[src/rtl/ser_cfg_pkg.sv]
package ser_cfg_pkg;
  localparam int WORD_W   = 23;
  localparam int R_W      = 14;
  localparam int N_W      = 11;
  localparam int A_W      = 7;
  localparam int TSEL_W   = 2;
  localparam int NCH      = 2;
  localparam int ROUTE_LO = 0;
  localparam int ROUTE_HI = 1;
  // reference word layout
  localparam int REF_T_LSB  = 2;
  localparam int REF_R_LSB  = REF_T_LSB + TSEL_W;
  localparam int REF_CP_POS = REF_R_LSB + R_W;
  // divider word layout
  localparam int DIV_MS_POS  = 2;
  localparam int DIV_PS_POS  = 3;
  localparam int DIV_POL_POS = 4;
  localparam int DIV_A_LSB   = 5;
  localparam int DIV_N_LSB   = DIV_A_LSB + A_W;

  typedef enum logic [1:0] {
    DST_AUX_REF  = 2'b00,
    DST_MAIN_REF = 2'b01,
    DST_AUX_DIV  = 2'b10,
    DST_MAIN_DIV = 2'b11
  } dst_e;

  typedef struct packed {
    logic [TSEL_W-1:0] tsel;
    logic [R_W-1:0]    rdiv;
    logic              ipump;
  } ref_cfg_t;

  typedef struct packed {
    logic           msel;
    logic           psc;
    logic           pol;
    logic [A_W-1:0] swal;
    logic [N_W-1:0] ndiv;
  } div_cfg_t;

  function automatic ref_cfg_t decode_ref(logic [WORD_W-1:0] w);
    ref_cfg_t r;
    r.tsel  = w[REF_T_LSB +: TSEL_W];
    r.rdiv  = w[REF_R_LSB +: R_W];
    r.ipump = w[REF_CP_POS];
    return r;
  endfunction

  function automatic div_cfg_t decode_div(logic [WORD_W-1:0] w);
    div_cfg_t d;
    d.msel = w[DIV_MS_POS];
    d.psc  = w[DIV_PS_POS];
    d.pol  = w[DIV_POL_POS];
    d.swal = w[DIV_A_LSB +: A_W];
    d.ndiv = w[DIV_N_LSB +: N_W];
    return d;
  endfunction
endpackage

[src/rtl/ser_cfg_sync.sv]
module ser_cfg_sync #(
  parameter int STAGES = 2,
  parameter int W      = 3
) (
  input  logic         clk_i,
  input  logic         rst_ni,
  input  logic [W-1:0] d_i,
  output logic [W-1:0] q_o,
  output logic [W-1:0] rise_o
);
  logic [W-1:0] pipe [STAGES];
  logic [W-1:0] prev;

  always_ff @(posedge clk_i or negedge rst_ni) begin
    if (!rst_ni) begin
      for (int s = 0; s < STAGES; s++) pipe[s] <= '0;
      prev <= '0;
    end else begin
      pipe[0] <= d_i;
      for (int s = 1; s < STAGES; s++) pipe[s] <= pipe[s-1];
      prev <= pipe[STAGES-1];
    end
  end

  assign q_o    = pipe[STAGES-1];
  assign rise_o = q_o & ~prev;

  AST_RISE_SINGLE: assert property (@(posedge clk_i) disable iff (!rst_ni)
    (rise_o != '0) |=> ((rise_o & $past(rise_o)) == '0));
endmodule

[src/rtl/ser_cfg_shift.sv]
module ser_cfg_shift #(
  parameter int W = 23
) (
  input  logic         clk_i,
  input  logic         rst_ni,
  input  logic         en_i,
  input  logic         bit_i,
  output logic [W-1:0] word_o
);
  always_ff @(posedge clk_i or negedge rst_ni) begin
    if (!rst_ni)   word_o <= '0;
    else if (en_i) word_o <= {word_o[W-2:0], bit_i};
  end

  AST_SHIFT_STEP: assert property (@(posedge clk_i) disable iff (!rst_ni)
    en_i |=> (word_o == {$past(word_o[W-2:0]), $past(bit_i)}));
  AST_SHIFT_HOLD: assert property (@(posedge clk_i) disable iff (!rst_ni)
    !en_i |=> $stable(word_o));
endmodule

[src/rtl/ser_cfg_bank.sv]
module ser_cfg_bank
  import ser_cfg_pkg::*;
(
  input  logic                      clk_i,
  input  logic                      rst_ni,
  input  logic                      load_i,
  input  logic [WORD_W-1:0]         word_i,
  output ref_cfg_t [NCH-1:0]        ref_o,
  output div_cfg_t [NCH-1:0]        div_o
);
  dst_e     dst;
  ref_cfg_t ref_dec;
  div_cfg_t div_dec;

  assign dst     = dst_e'({word_i[ROUTE_HI], word_i[ROUTE_LO]});
  assign ref_dec = decode_ref(word_i);
  assign div_dec = decode_div(word_i);

  for (genvar ch = 0; ch < NCH; ch++) begin : g_ch
    localparam dst_e REF_ID = (ch == 0) ? DST_AUX_REF : DST_MAIN_REF;
    localparam dst_e DIV_ID = (ch == 0) ? DST_AUX_DIV : DST_MAIN_DIV;
    logic ref_we, div_we;
    assign ref_we = load_i && (dst == REF_ID);
    assign div_we = load_i && (dst == DIV_ID);

    always_ff @(posedge clk_i or negedge rst_ni) begin
      if (!rst_ni) begin
        ref_o[ch] <= '0;
        div_o[ch] <= '0;
      end else begin
        if (ref_we) ref_o[ch] <= ref_dec;
        if (div_we) div_o[ch] <= div_dec;
      end
    end
  end

  AST_IDLE_HOLD: assert property (@(posedge clk_i) disable iff (!rst_ni)
    !load_i |=> ($stable(ref_o) && $stable(div_o)));
  AST_REF_SPARES_DIV: assert property (@(posedge clk_i) disable iff (!rst_ni)
    (load_i && !word_i[ROUTE_HI]) |=> $stable(div_o));
endmodule

[src/rtl/ser_cfg_mon.sv]
module ser_cfg_mon #(
  parameter int TSEL_W = 2,
  localparam int NSRC  = 1 << TSEL_W
) (
  input  logic              sel_i,
  input  logic [TSEL_W-1:0] tsel_i,
  input  logic              lock_i,
  input  logic [NSRC-1:0]   src_i,
  output logic              mon_o
);
  assign mon_o = sel_i ? src_i[tsel_i] : lock_i;
endmodule

[src/rtl/ser_cfg_loader.sv]
module ser_cfg_loader
  import ser_cfg_pkg::*;
#(
  parameter int SYNC_STAGES = 2
) (
  input  logic              clk_i,
  input  logic              rst_ni,
  input  logic              ser_clk_i,
  input  logic              ser_dat_i,
  input  logic              ser_load_i,
  input  logic              lock_i,
  input  logic              aux_ref_clk_i,
  input  logic              main_ref_clk_i,
  input  logic              aux_cmp_clk_i,
  input  logic              main_cmp_clk_i,
  output logic [R_W-1:0]    aux_rdiv_o,
  output logic [TSEL_W-1:0] aux_tsel_o,
  output logic              aux_ipump_o,
  output logic [R_W-1:0]    main_rdiv_o,
  output logic [TSEL_W-1:0] main_tsel_o,
  output logic              main_ipump_o,
  output logic [N_W-1:0]    aux_ndiv_o,
  output logic [A_W-1:0]    aux_swal_o,
  output logic              aux_psc_o,
  output logic              aux_pol_o,
  output logic              aux_msel_o,
  output logic [N_W-1:0]    main_ndiv_o,
  output logic [A_W-1:0]    main_swal_o,
  output logic              main_psc_o,
  output logic              main_pol_o,
  output logic              main_msel_o,
  output logic              mon_o
);
  localparam int BIT_CLK = 0;
  localparam int BIT_DAT = 1;
  localparam int BIT_LD  = 2;

  logic [2:0]        sync_q, sync_rise;
  logic              shift_en, load_stb, msel_any;
  logic [WORD_W-1:0] word;
  ref_cfg_t [NCH-1:0] ref_q;
  div_cfg_t [NCH-1:0] div_q;

  ser_cfg_sync #(.STAGES(SYNC_STAGES), .W(3)) u_sync (
    .clk_i (clk_i),
    .rst_ni(rst_ni),
    .d_i   ({ser_load_i, ser_dat_i, ser_clk_i}),
    .q_o   (sync_q),
    .rise_o(sync_rise)
  );

  // shifting is blocked while the load strobe is high
  assign shift_en = sync_rise[BIT_CLK] & ~sync_q[BIT_LD];
  assign load_stb = sync_rise[BIT_LD];

  ser_cfg_shift #(.W(WORD_W)) u_shift (
    .clk_i (clk_i),
    .rst_ni(rst_ni),
    .en_i  (shift_en),
    .bit_i (sync_q[BIT_DAT]),
    .word_o(word)
  );

  ser_cfg_bank u_bank (
    .clk_i (clk_i),
    .rst_ni(rst_ni),
    .load_i(load_stb),
    .word_i(word),
    .ref_o (ref_q),
    .div_o (div_q)
  );

  assign msel_any = div_q[0].msel | div_q[1].msel;

  ser_cfg_mon #(.TSEL_W(TSEL_W)) u_mon (
    .sel_i (msel_any),
    .tsel_i(ref_q[0].tsel | ref_q[1].tsel),
    .lock_i(lock_i),
    .src_i ({main_cmp_clk_i, aux_cmp_clk_i, main_ref_clk_i, aux_ref_clk_i}),
    .mon_o (mon_o)
  );

  assign aux_rdiv_o   = ref_q[0].rdiv;
  assign aux_tsel_o   = ref_q[0].tsel;
  assign aux_ipump_o  = ref_q[0].ipump;
  assign main_rdiv_o  = ref_q[1].rdiv;
  assign main_tsel_o  = ref_q[1].tsel;
  assign main_ipump_o = ref_q[1].ipump;
  assign aux_ndiv_o   = div_q[0].ndiv;
  assign aux_swal_o   = div_q[0].swal;
  assign aux_psc_o    = div_q[0].psc;
  assign aux_pol_o    = div_q[0].pol;
  assign aux_msel_o   = div_q[0].msel;
  assign main_ndiv_o  = div_q[1].ndiv;
  assign main_swal_o  = div_q[1].swal;
  assign main_psc_o   = div_q[1].psc;
  assign main_pol_o   = div_q[1].pol;
  assign main_msel_o  = div_q[1].msel;

  AST_LOAD_BLOCKS_SHIFT: assert property (@(posedge clk_i) disable iff (!rst_ni)
    sync_q[BIT_LD] |-> !shift_en);
  AST_MON_LOCK: assert property (@(posedge clk_i) disable iff (!rst_ni)
    (!aux_msel_o && !main_msel_o) |-> (mon_o == lock_i));
endmodule

[config.mk]
export PLATFORM = sky130hd
export DESIGN_NAME = ser_cfg_loader
export DESIGN_NICKNAME = d
export VERILOG_FILES = /design/src/rtl/ser_cfg_pkg.sv /design/src/rtl/ser_cfg_sync.sv /design/src/rtl/ser_cfg_shift.sv /design/src/rtl/ser_cfg_bank.sv /design/src/rtl/ser_cfg_mon.sv /design/src/rtl/ser_cfg_loader.sv
export SDC_FILE = /design/constraint.sdc
export NUM_CORES = 1
export LEC_CHECK = 0
export BUFFER_PORTS_ARGS = -buffer_cell sky130_fd_sc_hd__buf_4
export CAP_MARGIN = 25
export CORE_ASPECT_RATIO = 0.9
export CORE_UTILIZATION = 57
export CTS_CLUSTER_SIZE = 20
export DETAILED_ROUTE_END_ITERATION = 10
export GPL_TIMING_DRIVEN = 0
export PLACE_DENSITY = 0.88
export RECOVER_POWER = 25
export SLEW_MARGIN = 30
export SYNTH_ARGS = -nofsm -noshare
export SYNTH_HDL_FRONTEND = slang
export SYNTH_SLANG_ARGS = --single-unit
[constraint.sdc]
create_clock -name clk_i -period 2.7 [get_ports clk_i]
set_clock_uncertainty 0.2 [all_clocks]
set_input_delay 0.54 -clock clk_i [delete_from_list [all_inputs] [get_ports clk_i]]
set_output_delay 0.54 -clock clk_i [all_outputs]
set_load 0.01 [all_outputs]
==> results.md <==
* Outcome: completed
* Period minus WS final at 2.54 ns
* Worst relative slew slack at 6.11%
* CP max-delay cell: mux4_2
* Worst hold path class: primary input to flop
* Post-Place Cells at 401
* Syn_nets at 235
* Top post-synthesis cells by area: dfrtp_1 (67%), mux2_2 (28%), buf_6 (0.85%), buf_2 (0.76%), and4bb_2 (0.63%)
* Hold path cells at 1
* Max cap viols at 0
* Most frequent cells after synthesis: dfrtp_1 (107), mux2_2 (100), buf_2 (6), buf_6 (3), nor2_1 (3)
* Yosys warns at 0
* Peak VDD IR at 0.000562 V
* Diodes inserted at 0
* Setup TNS at 0 ns
* CP cell instances: nor2_1, mux4_2, mux2_2, buf_4
* CTS Hold Bufs at 0
* Ys flop type: dfrtp_1
* P_leak at 2.59 nW
* RSZ-0062 raised after global routing: false
* Via count at 2226
* Origin of the critical flop-to-flop path: u_shift.word_o[1]
* Die width at 90.0 um
* Worst R2R End: u_bank.ref_o[5]
* I/O Buffers at 86
* Worst setup path startpoint: u_bank.ref_o[32]
* Buf+Inv Stages, Crit Path at 1
* GP Congestion at 0.724
* Critical path capture point: mon_o
* Std cell rows at 28
* CP Capture Type: primary output
* Wire per inst at 17.5 um
* Starting DRT DRC Count at 55
* Mapped Area at 3970 um^2
* Number of global-route vias before repair at 2324
* # nets final at 332
* Later-pin clock latency in the skew report at 0.34 ns
* Post-synth EDFFs at 0
* Vias per Instance at 5.36
* Largest stage delay, worst path at 0.50 ns
* GRT Total Usage at 21.4%
* FF-to-FF setup slack at 0.60 ns
* Root Driver: clkbuf_8
* Core area at 6660 um^2
* First-pass GRT wire length at 11.9 mm
* CP delay by family, top: multiplexers
* # H-tree levels at 3
* IO Pins at 87
* TritonCTS clock tree: done
* Mapped Cells at 225
* CTS Buffer Depth at 2
* ANT nets after route at 0
* Largest net degree at the start of global routing at 108
* Layout area overhead at 23.7%
* Synth async-reset ratio at 100%
* Final setup vio count at 0
* Detail Placement HPWL at 4.83 mm
* PwrDens at 750 nW/um^2
* Initial core utilization at 59.7%
* Finished Layout Cells at 415
* Postcts setup bufs at 0
* Number of synthesized register bits at 107
* Worst-case reg-to-reg path depth at 3
* Initial antenna violation count at 0
* WL final at 7.25 mm
* Yosys top cell by area: dfrtp_1
* Achievable Freq at 393 MHz
* Post-route DRC at 0
* Die H at 81.2 um
* CTS clk-pin slew, worst paths at 0.09 ns
* Arr. time, crit path at 1.80 ns
* Stages on worst setup path at 4
* CP startpoint kind: flop
* Final Cycle Share at 94.2%
* Least-Margin Pin Slew at 1.41 ns
* Most frequent cell after synthesis: dfrtp_1
* Post-CTS Resized at 0
* Type of the worst setup path: flop to primary output
* Count of cell types in the netlist at 10
* Seq/Total Area, Yosys at 67.4%
* Die Footprint at 7310 um^2
* CP max FO at 3
* Syn avg cell area at 17.7 um^2
* Layout cells sized above 1 at 65.5%
* Synth top area share at 67.4%
* Gr ovfl total at 0
* DR pass1 iterations at 4
* CTS Sinks at 107
* Max Slew Vio Count at 0
* Cts bufs inserted at 9
* Worst path required time at 1.96 ns
* Final hold vios at 0
## worst min-delay path by stage
stage / start / to / slack [ns]
6_report: ser_clk_i / u_sync.pipe[3] / 0.12
5_1_grt: ser_clk_i / u_sync.pipe[3] / 0.11
4_1_cts: ser_clk_i / u_sync.pipe[3] / 0.09
3_5_place_dp: u_sync.pipe[3] / u_sync.q_o[0] / 0.14
3_3_place_gp: u_sync.pipe[5] / u_sync.q_o[2] / 0.13
2_1_floorplan: rst_ni / u_bank.div_o[0] / 0.04
## layout by cell type (no fill, tap or decap)
master     synthesis  final
buf_4              0     82
clkbuf_1           0      1
mux2_2           100    100
nand4b_1           1      1
clkinv_2           0      2
nor2_1             3      3
nor3b_2            1      1
buf_2              6      6
and4bb_2           2      2
clkbuf_8           0     10
bufinv_16          0      1
mux4_2             1      1
buf_6              3      3
nor4b_4            1      1
dfrtp_1          107    107
clkbuf_4           0      4
## metrics by stage
stage	total power, mW	util, %	worst slack (ns)	hold slack (ns)	instance area [um^2]
global route	3.87	73.8	0.0852	0.108	4910
floorplan	2.40	-	0.626	0.0444	3970
detailed placement	2.80	71.1	0.462	0.136	4730
CTS	3.72	73.8	0.135	0.0863	4910
finish	3.68	73.8	0.157	0.121	4910
global placement	2.77	71.1	0.458	0.135	4730
## cells by family (layout without fill, tap and decap cells)
logic type             Yosys count  count (layout)  synth area share (%)
flip-flops                     107             107                  67.4
multiplexers                   101             101                  28.9
buffers and inverters            9             109                  1.61
AND/OR/NAND/NOR                  8               8                  2.05
## state kept, by name, indices dropped and copies added, names as in the netlist
register and count:
u_sync.prev 2, u_bank.div_o 42, u_bank.ref_o 34, u_sync.pipe 3
u_shift.word_o 23, u_sync.q_o 3
## cell type report
type                            count  area (um^2)
Fill cell                         429         1750
Tap cell                           90          113
Clock inverter                      3         40.0
Multi-Input combinational cell    109         1230
Timing Repair Buffer               86          646
Buffer                              9         63.8
Sequential cell                   107         2680
Clock buffer                       11          141
## report_power, final
group          leakage (nW)  switching (mW)  total (mW)  internal (mW)
logic                  1.05           0.297       0.749          0.452
clock network        0.0950           0.476       0.919          0.442
registers              1.44           0.191        2.01           1.82
## layer usage
metal	GRT usage [%]	vias up	wire length, um
li1	-	991	-
met1	28.5	1176	3210
met2	36.7	54	3760
met3	3.75	5	251
met4	6.45	0	24
met5	0	-	0
## worst reg2reg max path, stage by stage, from the launching register on
cell and delay, ns:
dfrtp_1 0.46, nor4b_4 0.72, buf_6 0.25, mux2_2 0.35
Note: power is estimated with default switching activity, not from simulation.
